**src/rtl/bpg_pkg.sv**
```systemverilog
`timescale 1ns/1ps
package bpg_pkg;

   typedef enum logic [1:0] {
      BK_IDLE    = 2'd0,
      BK_OPEN    = 2'd1,
      BK_CLOSING = 2'd2
   } bank_st_e;

   function automatic int ceil_div(input int num, input int den);
      return (num + den - 1) / den;
   endfunction

   function automatic int max3(input int a, input int b, input int c);
      int m;
      m = (a > b) ? a : b;
      return (m > c) ? m : c;
   endfunction

endpackage

```
**src/rtl/bpg_down_cnt.sv**
```systemverilog
`timescale 1ns/1ps
module bpg_down_cnt #(
   parameter int CW = 4
) (
   input  logic          clk,
   input  logic          rst_n,
   input  logic          load,
   input  logic [CW-1:0] load_val,
   output logic [CW-1:0] cnt,
   output logic          zero
);

   always_ff @(posedge clk) begin
      if (!rst_n)          cnt <= '0;
      else if (load)       cnt <= load_val;
      else if (cnt != '0)  cnt <= cnt - 1'b1;
   end

   assign zero = (cnt == '0);

endmodule

```
**src/rtl/bpg_bank_fsm.sv**
```systemverilog
`timescale 1ns/1ps
module bpg_bank_fsm
   import bpg_pkg::*;
#(
   parameter bit TRP_SINGLE = 1'b0
) (
   input  logic clk,
   input  logic rst_n,
   input  logic cmd_act,
   input  logic cmd_rd,
   input  logic cmd_rda,
   input  logic cmd_pre,
   input  logic ras_zero,
   input  logic ap_zero,
   input  logic rp_last,
   output logic act_ok,
   output logic pre_ok,
   output logic viol,
   output logic ld_ras,
   output logic ld_ap,
   output logic ld_rp
);

   bank_st_e st_q;
   bank_st_e close_st;
   logic     ap_pend_q;
   logic     one_cmd, any_cmd, is_open, rd_ok, fire;
   logic     leg_act, leg_pre, leg_rd, leg_rda, start_pre, bad;

   generate
      if (TRP_SINGLE) begin : g_rp_short
         assign close_st = BK_IDLE;
      end else begin : g_rp_long
         assign close_st = BK_CLOSING;
      end
   endgenerate

   always_comb begin
      one_cmd   = $onehot({cmd_act, cmd_rd, cmd_rda, cmd_pre});
      any_cmd   = cmd_act | cmd_rd | cmd_rda | cmd_pre;
      is_open   = (st_q == BK_OPEN);
      rd_ok     = is_open && !ap_pend_q;
      act_ok    = (st_q == BK_IDLE);
      pre_ok    = is_open && !ap_pend_q && ras_zero;
      fire      = is_open && ap_pend_q && ap_zero && ras_zero;
      leg_act   = cmd_act && one_cmd && act_ok;
      leg_pre   = cmd_pre && one_cmd && pre_ok;
      leg_rd    = cmd_rd  && one_cmd && rd_ok;
      leg_rda   = cmd_rda && one_cmd && rd_ok;
      start_pre = leg_pre || fire;
      bad       = any_cmd && !(leg_act || leg_pre || leg_rd || leg_rda);
      ld_ras    = leg_act;
      ld_ap     = leg_rda;
      ld_rp     = start_pre;
   end

   always_ff @(posedge clk) begin
      if (!rst_n) begin
         st_q      <= BK_IDLE;
         ap_pend_q <= 1'b0;
         viol      <= 1'b0;
      end else begin
         viol <= bad;
         if (leg_act)                          st_q <= BK_OPEN;
         else if (start_pre)                   st_q <= close_st;
         else if (st_q == BK_CLOSING && rp_last) st_q <= BK_IDLE;
         if (fire)         ap_pend_q <= 1'b0;
         else if (leg_rda) ap_pend_q <= 1'b1;
      end
   end

endmodule

```
**src/rtl/bank_pre_guard.sv**
```systemverilog
`timescale 1ns/1ps
module bank_pre_guard
   import bpg_pkg::*;
#(
   parameter int CLK_PS    = 4000,
   parameter int TRAS_PS   = 42000,
   parameter int TRP_PS    = 15000,
   parameter int CAS_LAT   = 3,
   parameter int BURST_LEN = 8
) (
   input  logic clk,
   input  logic rst_n,
   input  logic cmd_act,
   input  logic cmd_rd,
   input  logic cmd_rda,
   input  logic cmd_pre,
   output logic act_ok,
   output logic pre_ok,
   output logic viol
);

   localparam int TRAS_CYC  = ceil_div(TRAS_PS, CLK_PS);
   localparam int TRP_CYC   = ceil_div(TRP_PS, CLK_PS);
   localparam int BURST_END = CAS_LAT + BURST_LEN / 2;
   localparam int AP_OFS    = BURST_END - CAS_LAT;
   localparam int CW        = $clog2(max3(TRAS_CYC, TRP_CYC, AP_OFS) + 1);

   generate
      if (CLK_PS < 1) begin : g_bad_clk
         $error("CLK_PS must be positive");
      end
      if (TRAS_CYC < 1 || TRP_CYC < 1) begin : g_bad_delay
         $error("TRAS_PS and TRP_PS must be positive");
      end
      if (CAS_LAT < 1) begin : g_bad_cl
         $error("CAS_LAT must be at least 1");
      end
      if (BURST_LEN < 2 || (BURST_LEN % 2) != 0) begin : g_bad_bl
         $error("BURST_LEN must be an even value of 2 or more");
      end
   endgenerate

   logic          ld_ras, ld_ap, ld_rp;
   logic          ras_zero, ap_zero, rp_zero;
   logic [CW-1:0] ras_cnt, ap_cnt, rp_cnt;

   bpg_down_cnt #(.CW(CW)) u_ras_cnt (
      .clk(clk), .rst_n(rst_n), .load(ld_ras),
      .load_val(CW'(TRAS_CYC - 1)), .cnt(ras_cnt), .zero(ras_zero)
   );

   bpg_down_cnt #(.CW(CW)) u_ap_cnt (
      .clk(clk), .rst_n(rst_n), .load(ld_ap),
      .load_val(CW'(AP_OFS - 1)), .cnt(ap_cnt), .zero(ap_zero)
   );

   bpg_down_cnt #(.CW(CW)) u_rp_cnt (
      .clk(clk), .rst_n(rst_n), .load(ld_rp),
      .load_val(CW'(TRP_CYC - 1)), .cnt(rp_cnt), .zero(rp_zero)
   );

   bpg_bank_fsm #(.TRP_SINGLE(TRP_CYC == 1)) u_fsm (
      .clk(clk), .rst_n(rst_n),
      .cmd_act(cmd_act), .cmd_rd(cmd_rd), .cmd_rda(cmd_rda), .cmd_pre(cmd_pre),
      .ras_zero(ras_zero), .ap_zero(ap_zero), .rp_last(rp_cnt == CW'(1)),
      .act_ok(act_ok), .pre_ok(pre_ok), .viol(viol),
      .ld_ras(ld_ras), .ld_ap(ld_ap), .ld_rp(ld_rp)
   );

endmodule

```
**config.mk**
```make
export PLATFORM = sky130hd
export DESIGN_NAME = bank_pre_guard
export DESIGN_NICKNAME = d
export VERILOG_FILES = /design/src/rtl/bpg_pkg.sv /design/src/rtl/bpg_down_cnt.sv /design/src/rtl/bpg_bank_fsm.sv /design/src/rtl/bank_pre_guard.sv
export SDC_FILE = /design/constraint.sdc
export NUM_CORES = 1
export LEC_CHECK = 0
export ABC_AREA = 1
export BUFFER_PORTS_ARGS = -buffer_cell sky130_fd_sc_hd__buf_2
export CORE_MARGIN = 2
export CORE_UTILIZATION = 52
export CTS_CLUSTER_DIAMETER = 120
export CTS_CLUSTER_SIZE = 24
export DETAILED_ROUTE_END_ITERATION = 16
export GPL_TIMING_DRIVEN = 1
export MAX_ROUTING_LAYER = met4
export PLACE_DENSITY = 0.74
export SLEW_MARGIN = 0
export SYNTH_ARGS = -nofsm -noshare
export SYNTH_HDL_FRONTEND = slang
export SYNTH_HIERARCHICAL = 1
export SYNTH_SLANG_ARGS = --single-unit
```
**constraint.sdc**
```tcl
create_clock -name clk -period 2.26 [get_ports clk]
set_clock_uncertainty 0.05 [all_clocks]
set_input_delay 0.226 -clock clk [delete_from_list [all_inputs] [get_ports clk]]
set_output_delay 0.226 -clock clk [all_outputs]
set_load 0.01 [all_outputs]
```
# Word level (Yosys, flattened, before mapping)
# Cells that the tools add are included.
[word_totals]
ff_bits = 16
latch_bits = 0
ram_bits = 0
mem_bits_ro = 0
in_bits = 6
out_inout_bits = 3
memories = 0
[op_classes]
n_addsub = 6
mul = 0
div = 0
order_cmp = 0
eq_ne = 4
n_shift = 0
mux = 9
bitwise = 4
reduce_logical = 36
[op_table]
columns = ["op", "count"]
rows = [
  ["1-bit logical AND", 15],
  ["2-bit two-way mux", 6],
  ["4-bit nonzero test", 3],
  ["4-bit by 1-bit subtractor with 4-bit output (second input constant)", 3],
  ["4-bit zero test", 2],
  ["4-bit two-way mux", 2],
  ["2-bit nonzero test", 4],
  ["2-bit OR reduction", 4],
  ["1-bit by 1-bit adder with 2-bit output", 2],
  ["4-bit by 1-bit == test with 1-bit output (second input constant)", 1],
  ["1-bit logical OR", 4],
  ["3-bit adder", 1],
  ["3-bit by 1-bit == test with 1-bit output (second input constant)", 1],
  ["1-bit OR", 3],
  ["3-bit nonzero test", 1],
  ["2-bit by 1-bit == test with 1-bit output (second input constant)", 1],
  ["2-bit == test (second input constant)", 1],
  ["1-bit zero test", 2],
  ["2-bit zero test", 1],
  ["1-bit two-way mux", 1],
  ["1-bit NOT", 1],
]

# Logic depth before layout (Yosys ltp)
[logic_depth]
depth_word = 10
depth_mapped = 14
depth_no_buf = 14

# Modules after synthesis
# The synthesis kept the hierarchy.
[modules_own_cells]
columns = ["mod", "n_inst", "cells_per_inst", "area_per_inst_um2", "seq_area_each_um2"]
rows = [
  ["bpg_down_cnt", 3, 40, 247.7, 80.1],
  ["bpg_bank_fsm", 1, 48, 341.6, 80.1],
  ["bank_pre_guard", 1, 8, 30.0, 0.0],
]

# Least setup slack after synthesis
# OpenSTA, ideal clock, no wires.
[synth_path]
kind = "in2reg"
start = "in cmd_rda"
end = "reg u_rp_cnt.cnt[3]"
setup_time_ns = 0.111
arrival_time_ns = 2.025
required_time_ns = 2.099
path_slack_ns = 0.074
cell_stages = 14
n_path_buf = 0
cell_sequence = "ha_1 -> inv_1 -> fa_1 -> inv_1 -> ha_1 -> nor2_2 -> nand2_2 -> nor2_1 -> nand2_1 -> nand2_2 -> inv_2 -> or2_0 -> nand3_1 -> nor2_1"
[synth_via]
elab_chain_len = 7
[synth_rtl]
columns = ["item", "line_no", "text"]
rows = [
  ["start: declaration", "bank_pre_guard.sv:15", "input logic cmd_rda,"],
  ["1-bit by 1-bit adder with 2-bit output (implied by the code)", "bpg_bank_fsm.sv:39", "one_cmd = $onehot({cmd_act, cmd_rd, cmd_rda, cmd_pre});"],
  ["3-bit adder (implied by the code)", "bpg_bank_fsm.sv:39", ""],
  ["3-bit by 1-bit == test with 1-bit output", "bpg_bank_fsm.sv:39", ""],
  ["1-bit logical AND (2 in series)", "bpg_bank_fsm.sv:47", "leg_pre = cmd_pre && one_cmd && pre_ok;"],
  ["1-bit logical OR", "bpg_bank_fsm.sv:50", "start_pre = leg_pre || fire;"],
  ["via ld_rp", "bank_pre_guard.sv:43", "logic ld_ras, ld_ap, ld_rp;"],
  ["2-bit OR reduction (no line)", "--", ""],
  ["end signal: assignment", "bpg_down_cnt.sv:15", "else if (load) cnt <= load_val;"],
  ["end signal: assignment", "bpg_down_cnt.sv:16", "else if (cnt != '0) cnt <= cnt - 1'b1;"],
  ["end: declaration", "bpg_down_cnt.sv:9", "output logic [CW-1:0] cnt,"],
]
# The timed path passes the listed nets, and every way through them passes these cells.
# A chain may end at the register's enable or synchronous reset.

# Final worst setup path
[layout_path]
start = "in cmd_rda"
end = "reg u_rp_cnt.cnt[0]"
[layout_via]
elab_chain_len = 7
elab_cells_between_ends = 8
classes_between = "add/sub: 2; eq/ne: 1; mux: 1; reduce/logical: 4"
[layout_rtl]
columns = ["item", "line_no"]
rows = [
  ["1-bit by 1-bit adder with 2-bit output (implied by the code) (*)", "bpg_bank_fsm.sv:39"],
  ["3-bit adder (implied by the code) (*)", "bpg_bank_fsm.sv:39"],
  ["3-bit by 1-bit == test with 1-bit output (*)", "bpg_bank_fsm.sv:39"],
  ["1-bit logical AND (*) (2 in series)", "bpg_bank_fsm.sv:47"],
  ["1-bit logical OR (*)", "bpg_bank_fsm.sv:50"],
  ["via ld_rp", "bank_pre_guard.sv:43"],
  ["2-bit two-way mux or 2-bit nonzero test (tied branches)", "--"],
]
# Mark *: on every way through the listed nets, which the timed path passes. The rest lies on a longest branch.

==> metrics.yaml <==
status: "finished clean"
cts_root_buffer: "clkbuf_4"
grt_max_degree: 12
vdd.ir_drop.worst_uv: 535
cts_hold_buf: 0
dp_hpwl_mm: 1.70
fill_cells: 188
cp-start-kind: "primary input"
criticalPathCategory: "primary input to flip-flop"
fin_setup_tns_ns: 0
drt_first_pass_iters: 4
p_sw_share_pct: 44.8
coreArea_um2: 1980
post_drt_wl_per_cell_um: 9.48
ant_nets: 0
num_vias: 1088
power_leakage_nw: 0.666
overflow: 0
p_sw_mw: 0.585
finalNetCount: 215
ctsResizeCount: 0
portBuffers: 8
syn_area_per_cell_um2: 6.35
max_freq_mhz: 474
remaining_drc_errors: 0
area_delta_synth_final_pct: 18.4
cp_max_fo: 5
die_h_um: 50.2
seqPwrFrac_pct: 33.4
drt_iter0_markers: 19
whs_ns: 0.211
antenna_found_initial: 0
rows: 16
cts_max_level: 1
clkTransAtPathRegs_ns: 0.10
grt_pass1_wl_mm: 3.90
setup_viol: 0
pre_cts_ws_ns: -0.200
gp_congestion: 0.854
cts_tree: "done"
grt_pass1_vias: 991
min_period_ns: 2.11
wl_mm: 2.17
die-area_um2: 2520
setup_slack_ns: 0.150
p_clk_share_pct: 14.7
final_hold_viol_count: 0
worst_setup_path_end_kind: "flip-flop"
maxSlewViolCount: 0
yosysWarnings: 6
cts_inserted_buffers: 3
cts_setup_buffers: 0
postSynthCellCount: 175
insertion_delay_ns: 0.28
syn-cell-area_um2: 1110
total_power_mw: 1.31
layout-drive-gt1-share_pct: 20.3
finalCritPeriodShare_pct: 93.3
grt_usage_pct: 20.8
cts_buffer_depth: 2
comb_power_share_pct: 51.9
internal_power_mw: 0.722
required_ns: 2.43
hold_path_class: "primary input to flip-flop"
r2r_setup_slack_ns: 0.23
cp.arrival_ns: 2.28
power-per-cell-area_nw_per_um2: 994
cap_viol_max_count: 0
initial_core_util_pct: 56.1
ioPinCount: 9
antennaDiodeCount: 0
die_x_um: 50.2
viasPerCell: 4.75
cts.sinks: 16
[path summary, 6_finish.rpt]
| path | startpoint | to | cells after the start |
|---|---|---|---|
| max | cmd_rda | u_rp_cnt/cnt[0] | 16 |
| min | cmd_rda | u_fsm/viol | 4 |
| max reg2reg | u_ras_cnt/cnt[0] | u_rp_cnt/cnt[0] | 13 |
| min reg2reg | u_ap_cnt/cnt[1] | u_ap_cnt/cnt[1] | 2 |
[final cells by class]
class / instances / area [µm²] / share of cell area, %
repair buffers: 13 / 77.6 / 5.90
well taps: 27 / 33.8 / 2.57
clock buffers: 4 / 36.3 / 2.76
multi-input cells: 131 / 704 / 53.6
flip-flops and latches: 16 / 320 / 24.4
inverters: 38 / 143 / 10.8
[power groups by stage]
stage                     Combinational (mW)  Clock (mW)  Sequential, mW
after global placement                 0.634           0           0.440
after detailed placement               0.659           0           0.445
after floorplan                        0.540           0           0.427
after global routing                   0.807       0.214           0.451
after CTS                              0.662       0.203           0.438
final                                  0.678       0.192           0.437
[metrics by stage]
step / std cells / util, % / area, µm²
after floorplan: 185 / - / 1150
after CTS: 229 / 65.4 / 1300
after detailed placement: 225 / 63.6 / 1260
after global routing: 229 / 66.4 / 1320
final: 229 / 66.4 / 1320
after global placement: 225 / 63.6 / 1260
[flip-flops by register name, summed over array words and instances, names as in the netlist]
| name | flops |
|---|---|
| u_ap_cnt/cnt | 4 |
| u_fsm/ap_pend_q | 1 |
| u_fsm/st_q | 2 |
| u_fsm/viol | 1 |
| u_ras_cnt/cnt | 4 |
| u_rp_cnt/cnt | 4 |
[cell usage in the layout (no fill, tap or decap)]
| cell | instances |
|---|---|
| dfxtp_1 | 16 |
| inv_2 | 7 |
| nand2_4 | 2 |
| o21ai_2 | 1 |
| nand4_1 | 7 |
| clkbuf_4 | 3 |
| or2_0 | 3 |
| buf_4 | 5 |
| nor2_2 | 4 |
| nor3_4 | 2 |
| conb_1 | 12 |
| nand2_1 | 37 |
| o21ai_0 | 8 |
| buf_2 | 8 |
| clkbuf_8 | 1 |
| nand2_2 | 3 |
| nor2_1 | 20 |
| fa_1 | 1 |
| inv_1 | 31 |
| ha_1 | 5 |
| a21oi_1 | 12 |
| nand3_1 | 9 |
| a21oi_2 | 2 |
| nand3_2 | 3 |
[worst max-delay path, cell delays in order]
cell     delay, ns
buf_2         0.11
ha_1          0.27
inv_1         0.05
fa_1          0.35
inv_1         0.06
ha_1          0.24
nor2_2        0.14
nand2_4       0.10
nor2_2        0.10
nand2_2       0.09
nand2_4       0.10
buf_4         0.13
nand2_1       0.04
o21ai_0       0.06
nand2_1       0.09
a21oi_2       0.14
[layer usage]
metal	track usage, %	routed length (µm)	up-vias
met5	-	0	-
met4	7.41	16	0
met3	5.36	67	4
met2	34.2	1060	17
met1	24.5	1030	478
li1	-	-	589
No activity file was read; power rests on OpenSTA's default activity.
